==> src/rtl/dcarb_pkg.sv <==
package dcarb_pkg;
  typedef enum logic {
    ARB_IDLE  = 1'b0,
    ARB_OFFER = 1'b1
  } arb_state_e;
endpackage

==> src/rtl/dcarb_central.sv <==
module dcarb_central #(
  parameter int NUM_LEVELS = 2
) (
  input  logic                  clk,
  input  logic                  rst_n,
  input  logic [NUM_LEVELS-1:0] lvl_req,
  input  logic                  bus_busy,
  output logic [NUM_LEVELS-1:0] lvl_grant
);
  import dcarb_pkg::*;

  arb_state_e            state_q;
  logic [NUM_LEVELS-1:0] grant_q;
  logic [NUM_LEVELS-1:0] pick;

  // highest-numbered requesting tier wins
  always_comb begin
    pick = '0;
    for (int l = 0; l < NUM_LEVELS; l++) begin
      if (lvl_req[l]) pick = NUM_LEVELS'(1) << l;
    end
  end

  always_ff @(posedge clk) begin
    if (!rst_n) begin
      state_q <= ARB_IDLE;
      grant_q <= '0;
    end else begin
      case (state_q)
        ARB_IDLE: begin
          if (!bus_busy && lvl_req != '0) begin
            grant_q <= pick;
            state_q <= ARB_OFFER;
          end
        end
        ARB_OFFER: begin
          // retract once a node claimed, or the offered tier gave up
          if (bus_busy || (grant_q & lvl_req) == '0) begin
            grant_q <= '0;
            state_q <= ARB_IDLE;
          end
        end
        default: begin
          grant_q <= '0;
          state_q <= ARB_IDLE;
        end
      endcase
    end
  end

  assign lvl_grant = grant_q;
endmodule

==> src/rtl/dcarb_chain.sv <==
module dcarb_chain #(
  parameter int NODES = 3
) (
  input  logic             clk,
  input  logic             rst_n,
  input  logic             grant_in,
  input  logic             bus_busy,
  input  logic [NODES-1:0] req,
  input  logic [NODES-1:0] done,
  output logic [NODES-1:0] own
);
  logic [NODES-1:0] ripple;

  assign ripple[0] = grant_in;

  genvar p;
  generate
    for (p = 0; p < NODES; p++) begin : g_node
      // a requesting node absorbs the grant, an idle one passes it on
      if (p < NODES - 1) begin : g_pass
        assign ripple[p+1] = ripple[p] & ~req[p];
      end

      always_ff @(posedge clk) begin
        if (!rst_n) begin
          own[p] <= 1'b0;
        end else if (own[p]) begin
          if (done[p]) own[p] <= 1'b0;
        end else if (ripple[p] && req[p] && !bus_busy) begin
          own[p] <= 1'b1;
        end
      end
    end
  endgenerate
endmodule

==> src/rtl/dcarb_top.sv <==
module dcarb_top #(
  parameter int NUM_LEVELS      = 2,
  parameter int NODES_PER_LEVEL = 3
) (
  input  logic                                  clk,
  input  logic                                  rst_n,
  input  logic [NUM_LEVELS*NODES_PER_LEVEL-1:0] mst_req,
  input  logic [NUM_LEVELS*NODES_PER_LEVEL-1:0] mst_done,
  output logic [NUM_LEVELS-1:0]                 lvl_grant,
  output logic                                  bus_busy,
  output logic [NUM_LEVELS*NODES_PER_LEVEL-1:0] bus_owner
);
  localparam int P = NODES_PER_LEVEL;

  logic [NUM_LEVELS-1:0] lvl_req;

  genvar l;
  generate
    for (l = 0; l < NUM_LEVELS; l++) begin : g_level
      assign lvl_req[l] = |mst_req[l*P +: P];

      dcarb_chain #(.NODES(P)) u_chain (
        .clk      (clk),
        .rst_n    (rst_n),
        .grant_in (lvl_grant[l]),
        .bus_busy (bus_busy),
        .req      (mst_req[l*P +: P]),
        .done     (mst_done[l*P +: P]),
        .own      (bus_owner[l*P +: P])
      );
    end
  endgenerate

  assign bus_busy = |bus_owner;

  dcarb_central #(.NUM_LEVELS(NUM_LEVELS)) u_central (
    .clk       (clk),
    .rst_n     (rst_n),
    .lvl_req   (lvl_req),
    .bus_busy  (bus_busy),
    .lvl_grant (lvl_grant)
  );
endmodule

==> config.mk <==
export PLATFORM = sky130hd
export DESIGN_NAME = dcarb_top
export DESIGN_NICKNAME = d
export VERILOG_FILES = /design/src/rtl/dcarb_pkg.sv /design/src/rtl/dcarb_central.sv /design/src/rtl/dcarb_chain.sv /design/src/rtl/dcarb_top.sv
export SDC_FILE = /design/constraint.sdc
export NUM_CORES = 1
export LEC_CHECK = 0
export CAP_MARGIN = 15
export CORE_MARGIN = 2
export CORE_UTILIZATION = 30
export CTS_BUF_LIST = sky130_fd_sc_hd__clkbuf_8
export CTS_CLUSTER_DIAMETER = 150
export DETAILED_ROUTE_END_ITERATION = 8
export GPL_TIMING_DRIVEN = 0
export PLACE_DENSITY = 0.62
export SLEW_MARGIN = 20
export SYNTH_ARGS = -nofsm -noshare
export SYNTH_HDL_FRONTEND = slang
export SYNTH_HIERARCHICAL = 1
export SYNTH_SLANG_ARGS = --single-unit
==> constraint.sdc <==
create_clock -name clk -period 1.75 [get_ports clk]
set_input_delay 0.4375 -clock clk [delete_from_list [all_inputs] [get_ports clk]]
set_output_delay 0.4375 -clock clk [all_outputs]
set_load 0.05 [all_outputs]
==> impl_results.md, run 1 <==
* Share of post-route cells with drive strength above 1 at 0.1039
* Yosys warnings at 6
* Area leader, netlist: dfxtp_1
* Int Power at 0.4660 mW
* FMAX at 580.0 MHz
* Clk pwr share at 0.333
* Die height at 42.97 µm
* Worst reg2reg startpoint: g_level[1].u_chain/own[0]$_SDFF_PN0_
* RSZ-0062 raised after global routing: true
* Wire per inst at 13.82 µm
* Multi-input gate area at approximately 270 µm²
* Number of synthesized register bits at 9
* Final period util at 0.9852
* Worst Skew at 0.0004509 ns
* Synthesis-to-layout area growth at 62.09%
* CTS Buf Count at 3
* Post-synth net total at 65
* Final WL at 1285 µm
* Reg area at roughly 180 µm²
* Hold path startpoint: g_level[0].u_chain/own[1]$_SDFF_PN0_
* Arr. time, crit path at 1.29 ns
* Sequential share of power at 0.355
* Synth top area share at 0.3956
* Post-layout util at 0.5017
* Critical Path Sink Type: output pin
* Slew of the pin with the lowest slew margin at ~0.5 ns
* Chip width at 42.97 µm
* Post-route cell area at approximately 740 µm²
* Flop2flop setup slack at around 0.37 ns
* CTS tree: yes
* GPL Wtd Cong at 0.7818
* R2R depth at 4
* Dpl cell area at 698.2 µm²
* Tightest Hold Check Type: reg -> reg
* Seq/Total Area, Yosys at 0.3956
* IO Port Bufs at 22
* Largest net degree at the start of global routing at 12
* Final hold vios at 0
* Hold path depth at 2
* Number of antenna violations at the first check in global routing at 0
* FP Rows at 14
* Drc violations at 0
* Synthesized cell area at 455.4 µm²
* Antenna-violating nets left at 0
* Grt ovf at 0
* CP Data Required Time at 1.31 ns
* Endpoints failing setup at 0
* Vias at 510
* Die ar. at 1846 µm²
* Net Sw Frac at 0.3424
* # IOs at 23
* VDD IR max at 0.4260 mV
* Static leakage at 0.3286 nW
* Clock buffer depth at 2
* Power Density at 959.9 nW/µm²
* Post-CTS Setup Inserts at 0
* WS Path Type: reg -> out
* Hold Slack at approximately 0.51 ns
* Clock transition at path regs at 0.05 ns
* Drt first pass iters at 4
* FILL cells at 150
* Core Area at 1471 µm²
* Max cap viols at 0
* Worst skew pair latency at 0.23 ns
* Startpoint types: register
* Starting Density at 0.3095
* Via-to-Cell Ratio at 5.484
* NumNets Final at between 90 and 100
* Worst Hold End: g_level[0].u_chain/own[1]$_SDFF_PN0_
* Worst relative slew slack at 0.6648
* Switching power at 0.2426 mW
* DR iter-0 viols at 18
* Reg-to-reg endpoint: u_central/lvl_grant[0]$_SDFFE_PN0P_
* Sink Count at 9
* CP Max Fanout at 9
* Period minus WS final at 1.724 ns
* Vias in the first global route at 494
* # diodes at 0
* Total power at 0.7086 mW
* Outcome: completed
* Synth top area cells: dfxtp_1 40%, o22ai_2 5.5%, nand2_1 4.9%
* Max Slew Vio Count at 0
* Avg Inst Size Synth at between 8 and 9 µm²
* Root Driver: clkbuf_8
* Number of H-tree levels at 1
* Synth unique cells at 22
* Logic pwr share at 0.312
* Total GRT Usage at 0.1551
* Post-DP HPWL at 929.5 µm
* Cells after synthesis at 51
* First-pass GRT wire length at 2083 µm
routing by layer:
layer / part of all wire / track usage
met1: 0.44 / 0.1701
met2: 0.47 / 0.2545
met3: 0.087 / 0.05106
met4: 0 / 0.09697
met5: 0 / 0
timing repair:
| action | in CTS | in global routing |
|---|---|---|
| setup endpoints to repair | 9 | 2 |
| endpoints found under the hold margin | 0 | 0 |
| hold buffers | 0 | 0 |
| pin swaps | 0 | 0 |
| gates resized for setup | 10 | 4 |
cell usage in the layout (no fill, tap or decap), types with 3 or more instances in the layout:
| cell | instances |
|---|---|
| clkdlybuf4s50_1 | 13 |
| dfxtp_1 | 9 |
| dlygate4sd2_1 | 7 |
| nand2_1 | 5 |
| inv_1 | 4 |
| clkbuf_8 | 3 |
| nor2b_1 | 3 |
| o21a_1 | 3 |
sequential cells by signal, summed over array words and instances (netlist names):
signal / flops
u_central/lvl_grant: 2
g_level.u_chain/own: 6
u_central/state_q: 1
cells in the mapped netlist:
library cell  instances
o22ai_1               2
o32ai_1               1
o21a_1                3
nor4bb_1              2
or3_1                 2
a21oi_1               2
nand3_1               1
a221oi_1              1
or2b_1                2
nor3_1                1
or3b_1                2
nand2b_1              1
nand4bb_1             2
dfxtp_1               9
nor4_1                1
nand2_1               6
o22ai_2               2
o211ai_1              1
nor2b_1               3
nor2_1                2
o21ai_0               2
inv_1                 3
cells by family after synthesis:
kind of cell	after synthesis	share of synthesized area
AOI/OAI and AO/OA	14	0.2308
DFF	9	0.3956
buffers and inverters	3	0.02472
and+or+nand+nor	25	0.3489
how the worst max path moves through the flow:
stage / startpoint / endpoint / slack [ns] / depth (start not counted)
after floorplan: g_level[1].u_chain/own[0]$_SDFF_PN0_ / u_central/lvl_grant[0]$_SDFFE_PN0P_ / 0.04 / 4
after global placement: g_level[1].u_chain/own[0]$_SDFF_PN0_ / bus_busy / -0.24 / 3
after detailed placement: g_level[1].u_chain/own[0]$_SDFF_PN0_ / bus_busy / -0.27 / 3
after CTS: g_level[1].u_chain/own[0]$_SDFF_PN0_ / bus_busy / -0.15 / 3
after global routing: g_level[1].u_chain/own[0]$_SDFF_PN0_ / bus_busy / -0.06 / 3
final: g_level[1].u_chain/own[0]$_SDFF_PN0_ / bus_busy / 0.03 / 3
stage by stage:
step           TNS (ns)  setup slack [ns]  instances
6_report              0           0.02594         93
5_1_grt        -0.06395          -0.06395         93
4_1_cts         -0.2786           -0.1537         93
3_5_place_dp    -0.3801           -0.2736         89
3_3_place_gp    -0.3297           -0.2412         89
2_1_floorplan         0           0.04336         51
power groups by stage:
stage          clock network, mW  registers (mW)  logic, mW
2_1_floorplan                  0           0.298     0.0966
3_3_place_gp                   0           0.253      0.230
3_5_place_dp                   0           0.254      0.233
4_1_cts                    0.242           0.250      0.222
5_1_grt                    0.254           0.254      0.237
6_report                   0.236           0.252      0.221
layout make-up:
class / instances / share of cell area
multi-input combinational: 39 / 0.3695
timing repair buffer: 22 / 0.2831
sequential: 9 / 0.2441
clock buffer: 3 / 0.05593
tap: 16 / 0.02712
inverter: 3 / 0.01525
clock inverter: 1 / 0.005085
worst max-delay path, stage by stage (launching register included):
cell and delay [ns]:
dfxtp_1 0.34, nor4_2 0.30, nand2_2 0.17, buf_2 0.25
Note: power is estimated with default switching activity, not from simulation.
==> run 2: changes to the inputs <==
Settings changed: CORE_MARGIN 2 to 5.
==> run 2 against run 1 <==
Compared with the run above: clock skew up 0.0050 ns; critical endpoint is now lvl_grant[0]; routed wire length is 4.7% lower; critical path type unchanged; first-iteration DRC count shrank 33%; maximum frequency grew 4.8%; die area rose by 30%; worst setup slack improved by 0.079 ns; largest power group unchanged.
==> impl_results.md, run 2 (same netlist as run 1, synthesis figures left out) <==
* FMAX at about 610 MHz
* Drt first pass iters at 4
* Period minus WS final at 1.645 ns
* Fin cells at 96
* R2R depth at 6
* Largest net degree at the start of global routing at 12
* RSZ-0062 raised after global routing: false
* Final hold vios at 0
* Gr busiest metal: met2
* Hold path startpoint: g_level[1].u_chain/own[1]$_SDFF_PN0_
* Max reg flops at 6
* Antenna-violating nets left at 0
* Worst path cell trace: dlygate4sd2_1
* Synthesis-to-layout area growth at 66.76%
* CP Max Fanout at 7
* Worst relative slew slack at 0.6733
* Dpl cells at a little under 90
* Vias at 503
* Via-to-Cell Ratio at 5.240
* Die height at 48.97 µm
* Flop2flop setup slack at 0.30 ns
* Hold path depth at 2
* VDD IR max at between 0.4 and 0.5 mV
* Drc violations at 0
* Met1 usage at 0.1321
* CTS Buf Count at 3
* Worst reg2reg startpoint: g_level[1].u_chain/own[0]$_SDFF_PN0_
* Reg-to-reg endpoint: u_central/lvl_grant[1]$_SDFFE_PN0P_
* Tightest Hold Check Type: reg -> reg
* Chip width at 48.97 µm
* Outcome: completed
* # diodes at 0
* Slowest Stage Delay on Critical Path at 0.56 ns
* Endpoints failing setup at 0
* Grt ovf at 0
* Commonest non-fill, non-tap cell in the layout: clkdlybuf4s50_1
* First-pass GRT wire length at 2173 µm
* Die ar. at roughly 2400 µm²
* Core Area at 1471 µm²
* Final period util at 0.9402
* Max Slew Vio Count at 0
* Total GRT Usage at 0.1127
* Worst skew pair latency at 0.23 ns
* Root Driver: clkbuf_8
* GPL Wtd Cong at about 0.73
* NumNets Final at 95
* Vias in the first global route at 487
* Clock buffer depth at 2
* Max cap viols at 0
* Arr. time, crit path at 1.21 ns
* FP Rows at 14
* # IOs at 23
* CP Data Required Time at approximately 1.3 ns
* Number of H-tree levels at 1
* Critical path buffer and inverter count at 1
* Crit. path cell count at 1
* Critical Path Sink Type: output pin
* Clock transition at path regs at about 0.05 ns
* Total power at 0.7281 mW
* Most flops, register: g_level.u_chain/own
* Crit-path slowest cell: dlygate4sd2_1
* Worst Hold End: g_level[1].u_chain/own[1]$_SDFF_PN0_
* Starting Density at 0.3095
* DR iter-0 viols at 12
* Slew of the pin with the lowest slew margin at 0.4920 ns
* Worst Skew at 0.005418 ns
* Sink Count at 9
* Final WL at between 1000 and 1500 µm
* Startpoint types: register
* Met2 Track Usage GR at 0.1652
* M3 GR Usage at 0.05199
* Wire per inst at between 10 and 15 µm
* CP top delay family: buffers and inverters
* IO Port Bufs at 22
* Number of antenna violations at the first check in global routing at 0
* Static leakage at 0.3307 nW
* Power Density at 958.7 nW/µm²
* CTS tree: yes
* Most frequent cells in the layout: 13 x clkdlybuf4s50_1, 9 x dfxtp_1, 8 x dlygate4sd2_1, 5 x nand2_1
* CTS Hold Bufs at 0
* WS Path Type: reg -> out
* Share of post-route cells with drive strength above 1 at 0.1375
* Post-DP HPWL at 915.2 µm
-- run 2: timing repair --
item,CTS,global route
resized for setup,11,5
setup buffers,0,3
setup endpoints to repair,9,1
pin swaps,0,2
hold endpoints to repair,0,0
-- run 2: how the worst max path moves through the flow --
stage,startpoint,endpoint,slack (ns)
3_3_place_gp,g_level[1].u_chain/own[0]$_SDFF_PN0_,bus_busy,-0.25
2_1_floorplan,g_level[1].u_chain/own[0]$_SDFF_PN0_,u_central/lvl_grant[0]$_SDFFE_PN0P_,0.04
6_report,u_central/lvl_grant[0]$_SDFFE_PN0P_,lvl_grant[0],0.10
5_1_grt,g_level[1].u_chain/own[0]$_SDFF_PN0_,bus_busy,0.001
3_5_place_dp,g_level[0].u_chain/own[2]$_SDFF_PN0_,bus_busy,-0.26
4_1_cts,g_level[0].u_chain/own[2]$_SDFF_PN0_,bus_busy,-0.15
-- run 2: final cells by class --
type                       instances  area (µm²)
clock inverter                     1       3.754
inverter                           3       11.26
sequential                         9       180.2
timing repair buffer              25       230.2
tap                               16       20.02
fill                             152       711.9
multi-input combinational         39       272.8
clock buffer                       3       41.29
-- run 2: where the power goes --
part	leakage (nW)	switching (mW)	internal [mW]
Clock	0.0269	0.0803	0.153
Sequential	0.0734	0.0246	0.226
Combinational	0.230	0.136	0.109
Total	0.331	0.241	0.487
-- run 2: stage by stage --
stage	util	area (µm²)	hold WS, ns	TNS [ns]	setup slack [ns]
after global placement	0.4745	698.2	0.4855	-0.3461	-0.2485
final	0.5162	759.5	0.5039	0	0.1047
after CTS	0.4992	734.5	0.4957	-0.1469	-0.1469
after floorplan	-	457.9	0.5058	0	0.04336
after detailed placement	0.4745	698.2	0.4914	-0.3317	-0.2573
after global routing	0.5162	759.5	0.5357	0	0.001232
-- run 2: per-layer routing --
layer / part of all wire / up-vias / wire, µm
met4: 0.011 / 0 / 13
met2: 0.44 / 27 / 536
met1: 0.45 / 224 / 553
li1: - / 250 / -
met3: 0.098 / 2 / 120
met5: 0 / - / 0
==> run 3: changes to the inputs <==
Settings changed: CTS_BUF_LIST sky130_fd_sc_hd__clkbuf_8 to sky130_fd_sc_hd__clkbuf_2, GPL_ROUTABILITY_DRIVEN set to 0.
==> run 3 against run 2 <==
Compared with the run above: non-clock buffer count is the same; power shrank 12%; register-to-register slack lost 0.05 ns; critical endpoint is now bus_owner[5]; die area is the same; first-iteration DRC count shrank 58%; count of clock-buffer cells in the layout grew 1; combinational power grew 6%.
==> impl_results.md, run 3 (same netlist as run 1, synthesis figures left out) <==
* Clock transition at path regs at around 0.1 ns
* Final period util at 0.9558
* CP top delay family: buffers and inverters
* Final WL at 1268 µm
* Slowest Stage Delay on Critical Path at roughly 0.56 ns
* Die height at a little under 50 µm
* Starting Density at 0.3095
* WS Path Type: reg -> out
* Worst reg2reg startpoint: g_level[1].u_chain/own[1]$_SDFF_PN0_
* CTS Buf Count at 3
* CP Data Required Time at 1.31 ns
* FP Rows at 14
* Share of post-route cells with drive strength above 1 at 0.1625
* Max Slew Vio Count at 0
* Dpl cells at a little under 90
* RSZ-0062 raised after global routing: false
* Hold path startpoint: g_level[0].u_chain/own[1]$_SDFF_PN0_
* Drt first pass iters at 4
* Endpoints failing setup at 0
* Setup WS pre-CTS at -0.2573 ns
* Vias at about 500
* Drc violations at 0
* Reg area at 181.4 µm²
* Slew of the pin with the lowest slew margin at 0.4916 ns
* Max reg flops at 6
* Vias in the first global route at 484
* Final hold vios at 0
* Reg-to-reg endpoint: u_central/lvl_grant[1]$_SDFFE_PN0P_
* CP Max Fanout at 4
* Via-to-Cell Ratio at ~5.2
* TNS Setup at 0 ns
* Crit-path slowest cell: dlygate4sd2_1
* Power Density at 856.6 nW/µm²
* Worst setup endpoint: bus_owner[5]
* Synthesis-to-layout area growth at 65.11%
* Outcome: completed
* Wire per inst at between 10 and 15 µm
* Worst path cell trace: dlygate4sd2_1
* First-pass GRT wire length at 2152 µm
* Period minus WS final at 1.673 ns
* Commonest non-fill, non-tap cell in the layout: clkdlybuf4s50_1
* Dpl cell area at 698.2 µm²
* Post-DP HPWL at ~920 µm
* VDD IR max at 0.4020 mV
* Worst Setup SP: g_level[1].u_chain/own[2]$_SDFF_PN0_
* Core Area at 1471 µm²
* FILL cells at 147
* Static leakage at 0.3280 nW
* IO Port Bufs at 22
* Chip width at 48.97 µm
* Largest net degree at the start of global routing at 12
* Number of antenna violations at the first check in global routing at 0
* Number of H-tree levels at 1
* FMAX at 597.8 MHz
* Critical Path Sink Type: output pin
* R2R depth at 6
* Most flops, register: g_level.u_chain/own
* Flop2flop setup slack at 0.25 ns
* Final worst slack at 0.07732 ns
* Multi-input gate area at approximately 280 µm²
* Root Driver: clkbuf_2
* Startpoint types: register
* NumNets Final at 95
* Total GRT Usage at 0.1108
* Antenna-violating nets left at 0
* # diodes at 0
* Worst relative slew slack at 0.6736
* Fin cells at 96
* Crit. path cell count at 1
* Arr. time, crit path at 1.24 ns
* DR iter-0 viols at 5
* Sink Count at 9
* Total power at 0.6442 mW
* Worst skew pair latency at roughly 0.24 ns
* Grt ovf at 0
* Die ar. at 2398 µm²
* Tightest Hold Check Type: reg -> reg
* Max cap viols at 0
* Most frequent cells in the layout: 13 x clkdlybuf4s50_1, 8 x dfxtp_1, 8 x dlygate4sd2_1, 5 x nand2_1, 4 x clkbuf_2
* Clock buffer depth at 2
* Critical path buffer and inverter count at 1
* CTS tree: yes
* # IOs at 23
* Post-route cell area at 752.0 µm²
* Worst Skew at 0.009714 ns
run 3: per-layer routing:
| layer | vias to the layer above | track usage | part of all wire |
|---|---|---|---|
| met4 | 0 | 0.06726 | 0.010 |
| met2 | 20 | 0.1652 | 0.44 |
| met5 | - | 0 | 0 |
| met1 | 228 | 0.1321 | 0.46 |
| met3 | 2 | 0.04281 | 0.091 |
| li1 | 248 | - | - |
run 3: how the worst min path moves through the flow:
| stage | to | cells past startpoint |
|---|---|---|
| 5_1_grt | g_level[0].u_chain/own[1]$_SDFF_PN0_ | 2 |
| 3_3_place_gp | g_level[0].u_chain/own[1]$_SDFF_PN0_ | 2 |
| 4_1_cts | g_level[1].u_chain/own[1]$_SDFF_PN0_ | 2 |
| 6_report | g_level[0].u_chain/own[1]$_SDFF_PN0_ | 2 |
| 2_1_floorplan | u_central/lvl_grant[0]$_SDFFE_PN0P_ | 2 |
| 3_5_place_dp | g_level[1].u_chain/own[1]$_SDFF_PN0_ | 2 |
run 3: area by class of cell:
| class | count | share of cell area |
|---|---|---|
| clock buffers | 4 | 0.02662 |
| flip-flops and latches | 9 | 0.2413 |
| well taps | 16 | 0.02662 |
| inverters | 3 | 0.01498 |
| repair buffers | 25 | 0.3161 |
| multi-input cells | 39 | 0.3744 |
run 3: repair_timing:
item / in CTS / in global routing
cloned: 0 / 0
hold buffers: 0 / 0
pin swaps: 0 / 2
buffers inserted: 0 / 3
resized for setup: 11 / 9
setup endpoints to repair: 9 / 1
run 3: metrics by stage:
step,utilization,hold WS [ns]
global placement,0.4745,0.4855
finish,0.5111,0.5127
global route,0.5111,0.5546
CTS,0.4821,0.5043
floorplan,-,0.5058
detailed placement,0.4745,0.4914
run 3: report_power, final:
group | internal (mW) | switching, mW | total [mW]
clock network | 0.0608 | 0.0719 | 0.133
logic | 0.119 | 0.140 | 0.260
registers | 0.225 | 0.0270 | 0.252
total | 0.405 | 0.239 | 0.644
